--- src/rtl/rn_pkg.sv ---
package rn_pkg;

    typedef enum logic [2:0] {
        ST_IDLE    = 3'd0,
        ST_RUN     = 3'd1,
        ST_BLOCK   = 3'd2,
        ST_UNBLK   = 3'd3,
        ST_SQUASH  = 3'd4,
        ST_BARRIER = 3'd5
    } rn_state_e;

endpackage

--- src/rtl/rn_skid_fifo.sv ---
module rn_skid_fifo #(
    parameter int GW    = 16,
    parameter int DEPTH = 4
) (
    input  logic                         clk,
    input  logic                         rst_n,
    input  logic                         flush,
    input  logic                         push,
    input  logic [GW-1:0]                push_data,
    input  logic                         pop,
    input  logic                         wr_head,
    input  logic [GW-1:0]                wr_head_data,
    output logic [GW-1:0]                head,
    output logic [$clog2(DEPTH+1)-1:0]   count,
    output logic                         empty,
    output logic                         full
);
    localparam int AW = (DEPTH > 1) ? $clog2(DEPTH) : 1;
    localparam int CW = $clog2(DEPTH+1);

    logic [GW-1:0] mem [DEPTH];
    logic [AW-1:0] rd_ptr, wr_ptr;

    function automatic logic [AW-1:0] bump(input logic [AW-1:0] p);
        return (p == AW'(DEPTH-1)) ? '0 : p + AW'(1);
    endfunction

    assign head  = mem[rd_ptr];
    assign empty = (count == '0);
    assign full  = (count == CW'(DEPTH));

    always_ff @(posedge clk or negedge rst_n) begin
        if (!rst_n) begin
            rd_ptr <= '0;
            wr_ptr <= '0;
            count  <= '0;
        end else if (flush) begin
            rd_ptr <= '0;
            wr_ptr <= '0;
            count  <= '0;
        end else begin
            if (push) wr_ptr <= bump(wr_ptr);
            if (pop)  rd_ptr <= bump(rd_ptr);
            if (push && !pop)      count <= count + CW'(1);
            else if (pop && !push) count <= count - CW'(1);
        end
    end

    always_ff @(posedge clk) begin
        if (!flush) begin
            if (push)    mem[wr_ptr] <= push_data;
            if (wr_head) mem[rd_ptr] <= wr_head_data;
        end
    end

    assert_no_overflow_R11: assert property (@(posedge clk) disable iff (!rst_n)
        (push && !pop && !flush) |-> !full)
        else $error("skid FIFO overflow");

    assert_no_underflow_R11: assert property (@(posedge clk) disable iff (!rst_n)
        (pop || wr_head) |-> !empty)
        else $error("skid FIFO read while empty");

endmodule

--- src/rtl/rn_slot_pick.sv ---
module rn_slot_pick #(
    parameter int W  = 4,
    parameter int DW = 2,
    parameter int PW = 7,
    parameter int LW = 3
) (
    input  logic [W-1:0]    valid,
    input  logic [W-1:0]    serial,
    input  logic [W*DW-1:0] dst,
    input  logic [LW-1:0]   limit,
    input  logic [PW-1:0]   preg_free,
    input  logic            ser_pass,
    output logic [W-1:0]    ren,
    output logic [W-1:0]    left,
    output logic            hit_serial
);
    always_comb begin
        int  cnt;
        int  used;
        logic stop;
        cnt        = 0;
        used       = 0;
        stop       = 1'b0;
        ren        = '0;
        hit_serial = 1'b0;
        for (int i = 0; i < W; i++) begin
            if (valid[i] && !stop) begin
                if (cnt >= int'(limit)) begin
                    stop = 1'b1;
                end else if (serial[i] && !(ser_pass && cnt == 0)) begin
                    stop       = 1'b1;
                    hit_serial = 1'b1;
                end else if (int'(preg_free) - used < int'(dst[i*DW +: DW])) begin
                    stop = 1'b1;
                end else begin
                    ren[i] = 1'b1;
                    cnt    = cnt + 1;
                    used   = used + int'(dst[i*DW +: DW]);
                end
            end
        end
        left = valid & ~ren;
    end

endmodule

--- src/rtl/rn_stall_ctrl.sv ---
module rn_stall_ctrl
    import rn_pkg::*;
#(
    parameter int WIDTH    = 4,
    parameter int DST_W    = 2,
    parameter int ROB_SIZE = 32,
    parameter int IQ_SIZE  = 16,
    parameter int PREG_CW  = 7,
    parameter int FB_DELAY = 1,
    parameter int SKID_DEP = 4,
    parameter int ROB_CW   = $clog2(ROB_SIZE+1),
    parameter int IQ_CW    = $clog2(IQ_SIZE+1)
) (
    input  logic                   clk,
    input  logic                   rst_n,
    input  logic [WIDTH-1:0]       dec_valid,
    input  logic [WIDTH-1:0]       dec_serial,
    input  logic [WIDTH*DST_W-1:0] dec_dst,
    input  logic                   exe_stall,
    input  logic                   cmt_stall,
    input  logic [ROB_CW-1:0]      rob_free,
    input  logic [IQ_CW-1:0]       iq_free,
    input  logic [PREG_CW-1:0]     preg_free,
    input  logic                   sq_flag,
    input  logic                   sq_busy,
    output logic                   stall_dec,
    output logic [WIDTH-1:0]       ren_en,
    output logic                   ren_from_skid,
    output logic [2:0]             state_o
);
    localparam int GW  = WIDTH * (2 + DST_W);
    localparam int LW  = $clog2(WIDTH+1);
    localparam int SCW = $clog2(SKID_DEP+1);

    rn_state_e st_q, st_d;
    logic      ser_pass_q, ser_set, ser_clr;

    // skid FIFO controls
    logic            f_push, f_pop, f_wr_head, f_flush, f_empty, f_full;
    logic [GW-1:0]   f_push_d, f_wr_head_d, f_head;
    logic [SCW-1:0]  f_count;

    // group views
    logic [GW-1:0]          dec_grp;
    logic                   unblk;
    logic [WIDTH-1:0]       src_valid, src_serial;
    logic [WIDTH*DST_W-1:0] src_dst;
    logic                   squash_any, ext_stall, dec_any;

    // capacity
    logic [ROB_CW-1:0] rob_adj;
    logic [IQ_CW-1:0]  iq_adj;
    logic [LW-1:0]     limit;

    // slot picker results
    logic [WIDTH-1:0] sel_ren, sel_left;
    logic             sel_serial;

    assign dec_grp    = {dec_dst, dec_serial, dec_valid};
    assign unblk      = (st_q == ST_UNBLK);
    assign src_valid  = unblk ? f_head[WIDTH-1:0]       : dec_valid;
    assign src_serial = unblk ? f_head[2*WIDTH-1:WIDTH] : dec_serial;
    assign src_dst    = unblk ? f_head[GW-1:2*WIDTH]    : dec_dst;
    assign squash_any = sq_flag | sq_busy;
    assign ext_stall  = exe_stall | cmt_stall;
    assign dec_any    = |dec_valid;

    assign rob_adj = (rob_free > ROB_CW'(FB_DELAY)) ? rob_free - ROB_CW'(FB_DELAY) : '0;
    assign iq_adj  = (iq_free  > IQ_CW'(FB_DELAY))  ? iq_free  - IQ_CW'(FB_DELAY)  : '0;

    always_comb begin
        int m;
        m = WIDTH;
        if (int'(rob_adj) < m) m = int'(rob_adj);
        if (int'(iq_adj)  < m) m = int'(iq_adj);
        limit = LW'(m);
    end

    rn_skid_fifo #(.GW(GW), .DEPTH(SKID_DEP)) u_skid (
        .clk          (clk),
        .rst_n        (rst_n),
        .flush        (f_flush),
        .push         (f_push),
        .push_data    (f_push_d),
        .pop          (f_pop),
        .wr_head      (f_wr_head),
        .wr_head_data (f_wr_head_d),
        .head         (f_head),
        .count        (f_count),
        .empty        (f_empty),
        .full         (f_full)
    );

    rn_slot_pick #(.W(WIDTH), .DW(DST_W), .PW(PREG_CW), .LW(LW)) u_pick (
        .valid      (src_valid),
        .serial     (src_serial),
        .dst        (src_dst),
        .limit      (limit),
        .preg_free  (preg_free),
        .ser_pass   (ser_pass_q),
        .ren        (sel_ren),
        .left       (sel_left),
        .hit_serial (sel_serial)
    );

    // state register
    always_ff @(posedge clk or negedge rst_n) begin
        if (!rst_n) begin
            st_q       <= ST_IDLE;
            ser_pass_q <= 1'b0;
        end else begin
            st_q <= st_d;
            if (ser_clr)      ser_pass_q <= 1'b0;
            else if (ser_set) ser_pass_q <= 1'b1;
        end
    end

    // next state and outputs
    always_comb begin
        st_d          = st_q;
        stall_dec     = 1'b0;
        ren_en        = '0;
        ren_from_skid = 1'b0;
        f_push        = 1'b0;
        f_push_d      = dec_grp;
        f_pop         = 1'b0;
        f_wr_head     = 1'b0;
        f_wr_head_d   = f_head;
        f_flush       = 1'b0;
        ser_set       = 1'b0;
        ser_clr       = 1'b0;
        unique case (st_q)
            ST_IDLE, ST_RUN, ST_UNBLK: begin
                if (squash_any) begin
                    f_flush = 1'b1;
                    ser_clr = 1'b1;
                    st_d    = ST_SQUASH;
                end else if (ext_stall) begin
                    stall_dec = 1'b1;
                    f_push    = dec_any;
                    st_d      = ST_BLOCK;
                end else if (src_valid == '0) begin
                    stall_dec = unblk;
                end else if (rob_adj == '0 || iq_adj == '0) begin
                    stall_dec = 1'b1;
                    f_push    = dec_any;
                    st_d      = ST_BLOCK;
                end else begin
                    ren_en        = sel_ren;
                    ren_from_skid = unblk;
                    ser_clr       = |sel_ren;
                    if (|sel_left) begin
                        stall_dec = 1'b1;
                        st_d      = sel_serial ? ST_BARRIER : ST_BLOCK;
                        if (unblk) begin
                            f_wr_head   = 1'b1;
                            f_wr_head_d = {src_dst, src_serial, sel_left};
                            f_push      = dec_any;
                        end else begin
                            f_push   = 1'b1;
                            f_push_d = {dec_dst, dec_serial, sel_left};
                        end
                    end else if (unblk) begin
                        stall_dec = 1'b1;
                        f_pop     = 1'b1;
                        f_push    = dec_any;
                        st_d      = (f_count == SCW'(1) && !dec_any) ? ST_RUN : ST_UNBLK;
                    end else begin
                        st_d = ST_RUN;
                    end
                end
            end
            ST_BLOCK: begin
                stall_dec = 1'b1;
                if (squash_any) begin
                    f_flush = 1'b1;
                    ser_clr = 1'b1;
                    st_d    = ST_SQUASH;
                end else begin
                    f_push = dec_any;
                    if (!ext_stall && rob_free != '0 && iq_free != '0)
                        st_d = (f_empty && !dec_any) ? ST_RUN : ST_UNBLK;
                end
            end
            ST_SQUASH: begin
                if (sq_flag)       f_flush = 1'b1;
                else if (!sq_busy) st_d    = ST_RUN;
            end
            ST_BARRIER: begin
                stall_dec = 1'b1;
                if (squash_any) begin
                    f_flush = 1'b1;
                    ser_clr = 1'b1;
                    st_d    = ST_SQUASH;
                end else begin
                    f_push = dec_any;
                    if (rob_free == ROB_CW'(ROB_SIZE)) begin
                        ser_set = 1'b1;
                        st_d    = (f_empty && !dec_any) ? ST_RUN : ST_UNBLK;
                    end
                end
            end
            default: st_d = ST_IDLE;
        endcase
    end

    assign state_o = st_q;

    assert_blocked_stall_R5: assert property (@(posedge clk) disable iff (!rst_n)
        (st_q == ST_BLOCK) |-> (stall_dec && ren_en == '0))
        else $error("Blocked without stall or with rename");

    assert_squash_entry_R9: assert property (@(posedge clk) disable iff (!rst_n)
        squash_any |=> (st_q == ST_SQUASH))
        else $error("squash input did not lead to Squashing");

    assert_squash_quiet_R9: assert property (@(posedge clk) disable iff (!rst_n)
        (st_q == ST_SQUASH) |-> (!stall_dec && ren_en == '0))
        else $error("Squashing not silent");

    assert_ext_stall_R4: assert property (@(posedge clk) disable iff (!rst_n)
        (ext_stall && !squash_any && st_q != ST_SQUASH && st_q != ST_BARRIER)
            |=> (st_q == ST_BLOCK))
        else $error("external stall did not block");

    assert_rename_cap_R2: assert property (@(posedge clk) disable iff (!rst_n)
        ($countones(ren_en) <= int'(rob_adj)) && ($countones(ren_en) <= int'(iq_adj)))
        else $error("rename count above capacity");

    assert_barrier_hold_R8: assert property (@(posedge clk) disable iff (!rst_n)
        (st_q == ST_BARRIER && !squash_any && rob_free != ROB_CW'(ROB_SIZE))
            |=> (st_q == ST_BARRIER))
        else $error("left BarrierStall before ROB drained");

    assert_skid_source_R6: assert property (@(posedge clk) disable iff (!rst_n)
        (st_q == ST_UNBLK && ren_en != '0) |-> ren_from_skid)
        else $error("Unblocking renamed from decode");

endmodule

--- config.mk ---
export PLATFORM = sky130hd
export DESIGN_NAME = rn_stall_ctrl
export DESIGN_NICKNAME = d
export VERILOG_FILES = /design/src/rtl/rn_pkg.sv /design/src/rtl/rn_skid_fifo.sv /design/src/rtl/rn_slot_pick.sv /design/src/rtl/rn_stall_ctrl.sv
export SDC_FILE = /design/constraint.sdc
export NUM_CORES = 1
export LEC_CHECK = 0
export ABC_CLOCK_PERIOD_IN_PS = 36200
export BUFFER_PORTS_ARGS = -buffer_cell sky130_fd_sc_hd__buf_2
export CORE_MARGIN = 2
export CORE_UTILIZATION = 55
export CTS_BUF_LIST = sky130_fd_sc_hd__clkbuf_2 sky130_fd_sc_hd__clkbuf_4 sky130_fd_sc_hd__clkbuf_8
export DETAILED_ROUTE_END_ITERATION = 8
export PLACE_DENSITY = 0.83
export SYNTH_ARGS = -nofsm -noshare
export SYNTH_HDL_FRONTEND = slang
export SYNTH_SLANG_ARGS = --single-unit
--- constraint.sdc ---
create_clock -name clk -period 36.2 [get_ports clk]
set_clock_uncertainty 0.05 [all_clocks]
set_input_delay 1.81 -clock clk [delete_from_list [all_inputs] [get_ports clk]]
set_output_delay 1.81 -clock clk [all_outputs]
set_load 0.02 [all_outputs]
==> results of run 1 <==
==> metal layers <==
metal	vias up	GRT usage	part of all wire
met5	-	0	0
met4	0	0.0758	0.020
met3	30	0.0503	0.056
met2	185	0.409	0.49
met1	2276	0.328	0.44
li1	2246	-	-
==> area by class of cell <==
class                           count  area (um2)
Fill cell                         870        4230
Multi-Input combinational cell    438        3800
Sequential cell                    75        2200
Timing Repair Buffer               51         263
Tap cell                          140         175
Inverter                           40         150
Clock buffer                       10         131
Clock inverter                      5        31.3
==> metrics by stage <==
step	cell area, um2	total power [mW]	cells
finish	6750	0.240	759
global route	6750	0.254	759
CTS	6750	0.240	759
detailed placement	6590	0.185	744
global placement	6590	0.181	744
floorplan	6280	0.164	572
==> placed cells by master, fill, tap and decap left out, types with 12 or more instances in the layout <==
cell type	count
o21ai_0	19
mux2_2	27
a21oi_1	23
inv_1	39
mux2i_1	25
mux4_2	16
nor2_1	32
nand2_1	51
mux2_4	24
buf_2	48
ha_1	45
edfxtp_1	64
nor3_1	12
==> worst max-delay path: cells and delay by family <==
| kind | cells | cell delay, ns |
|---|---|---|
| and+or+nand+nor | 19 | 3.87 |
| adders and majority gates | 11 | 3.42 |
| AOI/OAI and AO/OA | 13 | 2.77 |
| buffers and inverters | 5 | 0.59 |
| muxes | 1 | 0.40 |
| xor gates and xnor gates | 1 | 0.18 |
==> cell families after synthesis <==
family	after synthesis
AND/OR/NAND/NOR	166
AO/OA/AOI/OAI	107
multiplexers	101
flip-flops	75
buffers and inverters	59
adder cells (fa/ha/maj)	51
XOR/XNOR	11
other	1
==> where the power goes <==
group | total, mW | internal (mW) | switching [mW]
Clock | 0.0556 | 0.0250 | 0.0306
Sequential | 0.107 | 0.0997 | 0.00684
Combinational | 0.0775 | 0.0309 | 0.0466
Total | 0.240 | 0.156 | 0.0840
==> sequential cells by signal, indices dropped and copies added (netlist names) <==
signal and count:
ser_pass_q 1, state_o 3, u_skid.count 3, u_skid.mem 64, u_skid.rd_ptr 2, u_skid.wr_ptr 2
==> final timing paths <==
check / startpoint / endpoint / slack (ns) / depth (start not counted)
min in group asynchronous: rst_n / u_skid.rd_ptr[0] / 1.27 / 1
worst max-delay path: rob_free[0] / stall_dec / 21.30 / 50
worst min-delay path: u_skid.wr_ptr[0] / u_skid.wr_ptr[0] / 0.58 / 3
worst max register to register: state_o[2] / u_skid.mem[2][4] / 23.45 / 45
worst min register to register: u_skid.wr_ptr[0] / u_skid.wr_ptr[0] / 0.58 / 3
max in group asynchronous: rst_n / ser_pass_q / 34.61 / 1
==> results_dict.tcl, run 1 <==
set metrics [dict create \
    status "complete, no violations" \
    synthArstFlopShare 0.147 \
    required_ns 34.34 \
    crit_slowest_cell "or4b_2" \
    vias_per_cell 6.24 \
    coreArea_um2 11000 \
    slew_headroom 0.372 \
    antenna_found_initial 0 \
    synth_adder_area_share 0.107 \
    synthMuxAreaShare 0.219 \
    setup_tns_ns 0 \
    synth.most_common_cell "edfxtp_1" \
    root_buffer "clkbuf_8" \
    fin_hold_ws_ns 0.579 \
    hold_viol 0 \
    cts_buffers 9 \
    postSynthAreaPerCell_um2 11.0 \
    cts_resized 0 \
    cp_max_fo 12 \
    hold_buffers 0 \
    cts_buffer_depth 2 \
    routed_wl_um 14800 \
    syn2layout_area_growth_pct 7.66 \
    fmax_ghz 0.0671 \
    setup_violations 0 \
    tightest_slew_ns 0.934 \
    setup_ws_ns 21.30 \
    cpMostUsedCell "ha_1" \
    min_period_ns 14.90 \
    grt_max_degree 22 \
    p_per_area_nw_per_um2 35.5 \
    grt_pass1_wl_um 24100 \
    yosysTopAreaCell "edfxtp_1" \
    yosysTopAreaCellShare 0.306 \
    num_rows 38 \
    htreeDepth 3 \
    final_util 0.615 \
    synth_edf_count 64 \
    max_cap_violations 0 \
    start_kind "input pin" \
    rsz0062_at_grt "false" \
    start_util 0.571 \
    post_route_cells_drive_above_1_share 0.249 \
    dpl.hpwl_um 10700 \
    place_worst_setup_slack_ns 21.41 \
    netlist_instances 571 \
    antenna_left 0 \
    arrival_ns 13.04 \
    synth_common_cells "64 x edfxtp_1, 51 x nand2_1, 45 x ha_1" \
    drv_slew 0 \
    wl_per_cell_um 19.4 \
    path_class "in2out" \
    top_level_ports 49 \
    drc 0 \
    worstSkewPairLatency_ns 0.36 \
    yosys.area_share.xor_xnor 0.0154 \
    synth_compound_area_frac 0.123 \
    yosys.area_share.simple 0.140 \
    die_x_um 111 \
    synth.distinct_cells 71 \
    portBuffers 48 \
    grt_usage 0.247 \
    final_nets 705 \
    drtPass1Iterations 5 \
    clkSinkCount 75 \
    drtIter0Drc 395 \
    irDropWorstVdd_uv 39.1 \
    cts.clk_slew.worst_paths_ns 0.07 \
    dieHeight_um 111 \
    ys_seq_area_frac 0.350 \
    ys_ff_latch 75 \
    end_kind "output pin" \
    post_cts_buffers 0 \
    leakage_nw 2.89 \
    grt_pass1_vias 4789 \
    vias 4737 \
    crit_path_max_incr_delay_ns 0.57 \
    cts_tree "built" \
    diodes 0 \
    ys_top_cells_by_area "edfxtp_1 31%, ha_1 9.0%, mux2_4 5.7%" \
    grt.overflow.total 0 \
    dieArea_um2 12300 \
    finalCritPeriodShare 0.411 \
    place_congestion 0.967 \
    hold_class "reg2reg" \
    synth_top_family_by_area "multiplexers" \
    yosys_warnings 0 \
    syn-cell-area_um2 6270 \
    synthFlopType "edfxtp_1" \
]
(Power assumes the default switching activity.)
==> run 2, diff against run 1 <==
--- a/config.mk
+++ b/config.mk
@@ -5,7 +5,7 @@
 export SDC_FILE = /design/constraint.sdc
 export NUM_CORES = 1
 export LEC_CHECK = 0
-export ABC_CLOCK_PERIOD_IN_PS = 36200
+export ABC_CLOCK_PERIOD_IN_PS = 15100
 export BUFFER_PORTS_ARGS = -buffer_cell sky130_fd_sc_hd__buf_2
 export CORE_MARGIN = 2
 export CORE_UTILIZATION = 55
==> constraint.sdc (replaced) <==
create_clock -name clk -period 15.1 [get_ports clk]
set_clock_uncertainty 0.05 [all_clocks]
set_input_delay 0.755 -clock clk [delete_from_list [all_inputs] [get_ports clk]]
set_output_delay 0.755 -clock clk [all_outputs]
set_load 0.02 [all_outputs]
==> results_dict.tcl, run 2 (synthesis results as in run 1) <==
set metrics [dict create \
    num_rows 38 \
    syn2layout_area_growth_pct 7.72 \
    placed_cell_area_um2 6590 \
    setup_tns_ns 0 \
    cts_resized 0 \
    arrival_ns 13.28 \
    cts_buffers 9 \
    finalCritPeriodShare 0.883 \
    status "complete, no violations" \
    layout_commonest_cell "edfxtp_1" \
    top_register "u_skid.mem" \
    setup_violations 0 \
    crit_slowest_cell "nand2_1" \
    portBuffers 48 \
    finalNonFillerCells 760 \
    top_level_ports 49 \
    htreeDepth 3 \
    grt_max_degree 22 \
    vias_per_cell 6.29 \
    clkSinkCount 75 \
    vias 4778 \
    place_congestion 0.938 \
    grt_pass1_vias 4822 \
    antenna_left 0 \
    largest_reg_flops 64 \
    coreArea_um2 11000 \
    cp_max_fo 17 \
    dieHeight_um 111 \
    drtIter0Drc 396 \
    final_util 0.615 \
    start_util 0.571 \
    slew_headroom 0.432 \
    hold_class "in2async" \
    grt_pass1_wl_um 24300 \
    p_total_uw 580 \
    max_cap_violations 0 \
    die_x_um 111 \
    path_class "in2reg" \
    worstSkewPairLatency_ns 0.36 \
    leakage_nw 2.89 \
    fin_hold_ws_ns 0.217 \
    diodes 0 \
    final_nets 705 \
    rsz0062_at_grt "false" \
    grt.overflow.total 0 \
    cts_tree "built" \
    routed_wl_um 14800 \
    layout_common_cells "64 x edfxtp_1, 51 x nand2_1, 48 x buf_2" \
    grt_usage 0.247 \
    dieArea_um2 12300 \
    post_cts_buffers 0 \
    setup_ws_ns 1.76 \
    cts.clk_slew.worst_paths_ns 0.08 \
    cts_buffer_depth 2 \
    tightest_slew_ns 0.850 \
    cpMostUsedCell "ha_1" \
    p_per_area_nw_per_um2 85.8 \
    hold_viol 0 \
    start_kind "input pin" \
    drc 0 \
    end_kind "register" \
    required_ns 15.04 \
    crit_path_max_incr_delay_ns 0.73 \
    antenna_found_initial 0 \
    placed_cells 744 \
    dpl.hpwl_um 10800 \
    irDropWorstVdd_uv 70.6 \
    post_route_cells_drive_above_1_share 0.248 \
    hold_buffers 0 \
    wl_per_cell_um 19.5 \
    final_area_um2 6760 \
    fill_cells 876 \
    min_period_ns 13.34 \
    place_worst_setup_slack_ns 1.45 \
    drtPass1Iterations 5 \
    root_buffer "clkbuf_8" \
    fmax_ghz 0.0750 \
    drv_slew 0 \
]
[run 2: changes by cell type in the layout (fill, tap and decap cells not counted), sizes merged]
cell | before | now
clkbuf | 10 | 9
inv | 40 | 41
clkinvlp | 0 | 1
[run 2: layer usage]
| layer | vias to the layer above | GRT usage | wire length, um |
|---|---|---|---|
| li1 | 2239 | - | - |
| met3 | 37 | 0.0580 | 991 |
| met5 | - | 0 | 0 |
| met1 | 2301 | 0.324 | 6270 |
| met4 | 0 | 0.0883 | 422 |
| met2 | 201 | 0.401 | 7110 |
[run 2: power by group]
group          total [mW]  switching [mW]  internal [mW]
sequential          0.256          0.0165          0.239
clock               0.137          0.0781         0.0587
combinational       0.188           0.113         0.0746
[run 2: layout make-up]
| cell class | instances | area [um2] | area share |
|---|---|---|---|
| multi-input cells | 438 | 3800 | 0.563 |
| well taps | 140 | 175 | 0.0259 |
| repair buffers | 51 | 263 | 0.0389 |
| clock buffers | 9 | 124 | 0.0183 |
| clock inverters | 7 | 42.5 | 0.00630 |
| inverters | 40 | 150 | 0.0222 |
| flip-flops and latches | 75 | 2200 | 0.325 |
[run 2: worst paths after layout]
check / start / end / slack (ns) / cells after the start
min: rst_n / u_skid.count[0] / 0.22 / 1
min in group clk: u_skid.wr_ptr[0] / u_skid.wr_ptr[0] / 0.58 / 3
max: rob_free[0] / u_skid.mem[0][14] / 1.76 / 50
max in group asynchronous: rst_n / state_o[0] / 14.55 / 1
max reg2reg: state_o[2] / u_skid.mem[0][14] / 2.03 / 46
min reg2reg: u_skid.wr_ptr[0] / u_skid.wr_ptr[0] / 0.58 / 3
[run 2: worst max-delay path, delay by kind of cell]
kind,cells,cell delay [ns]
AOI/OAI and AO/OA,11,2.62
buffers and inverters,4,0.42
adders and majority gates,11,3.40
and+or+nand+nor,22,5.47
xor gates and xnor gates,1,0.19
muxes,1,0.40
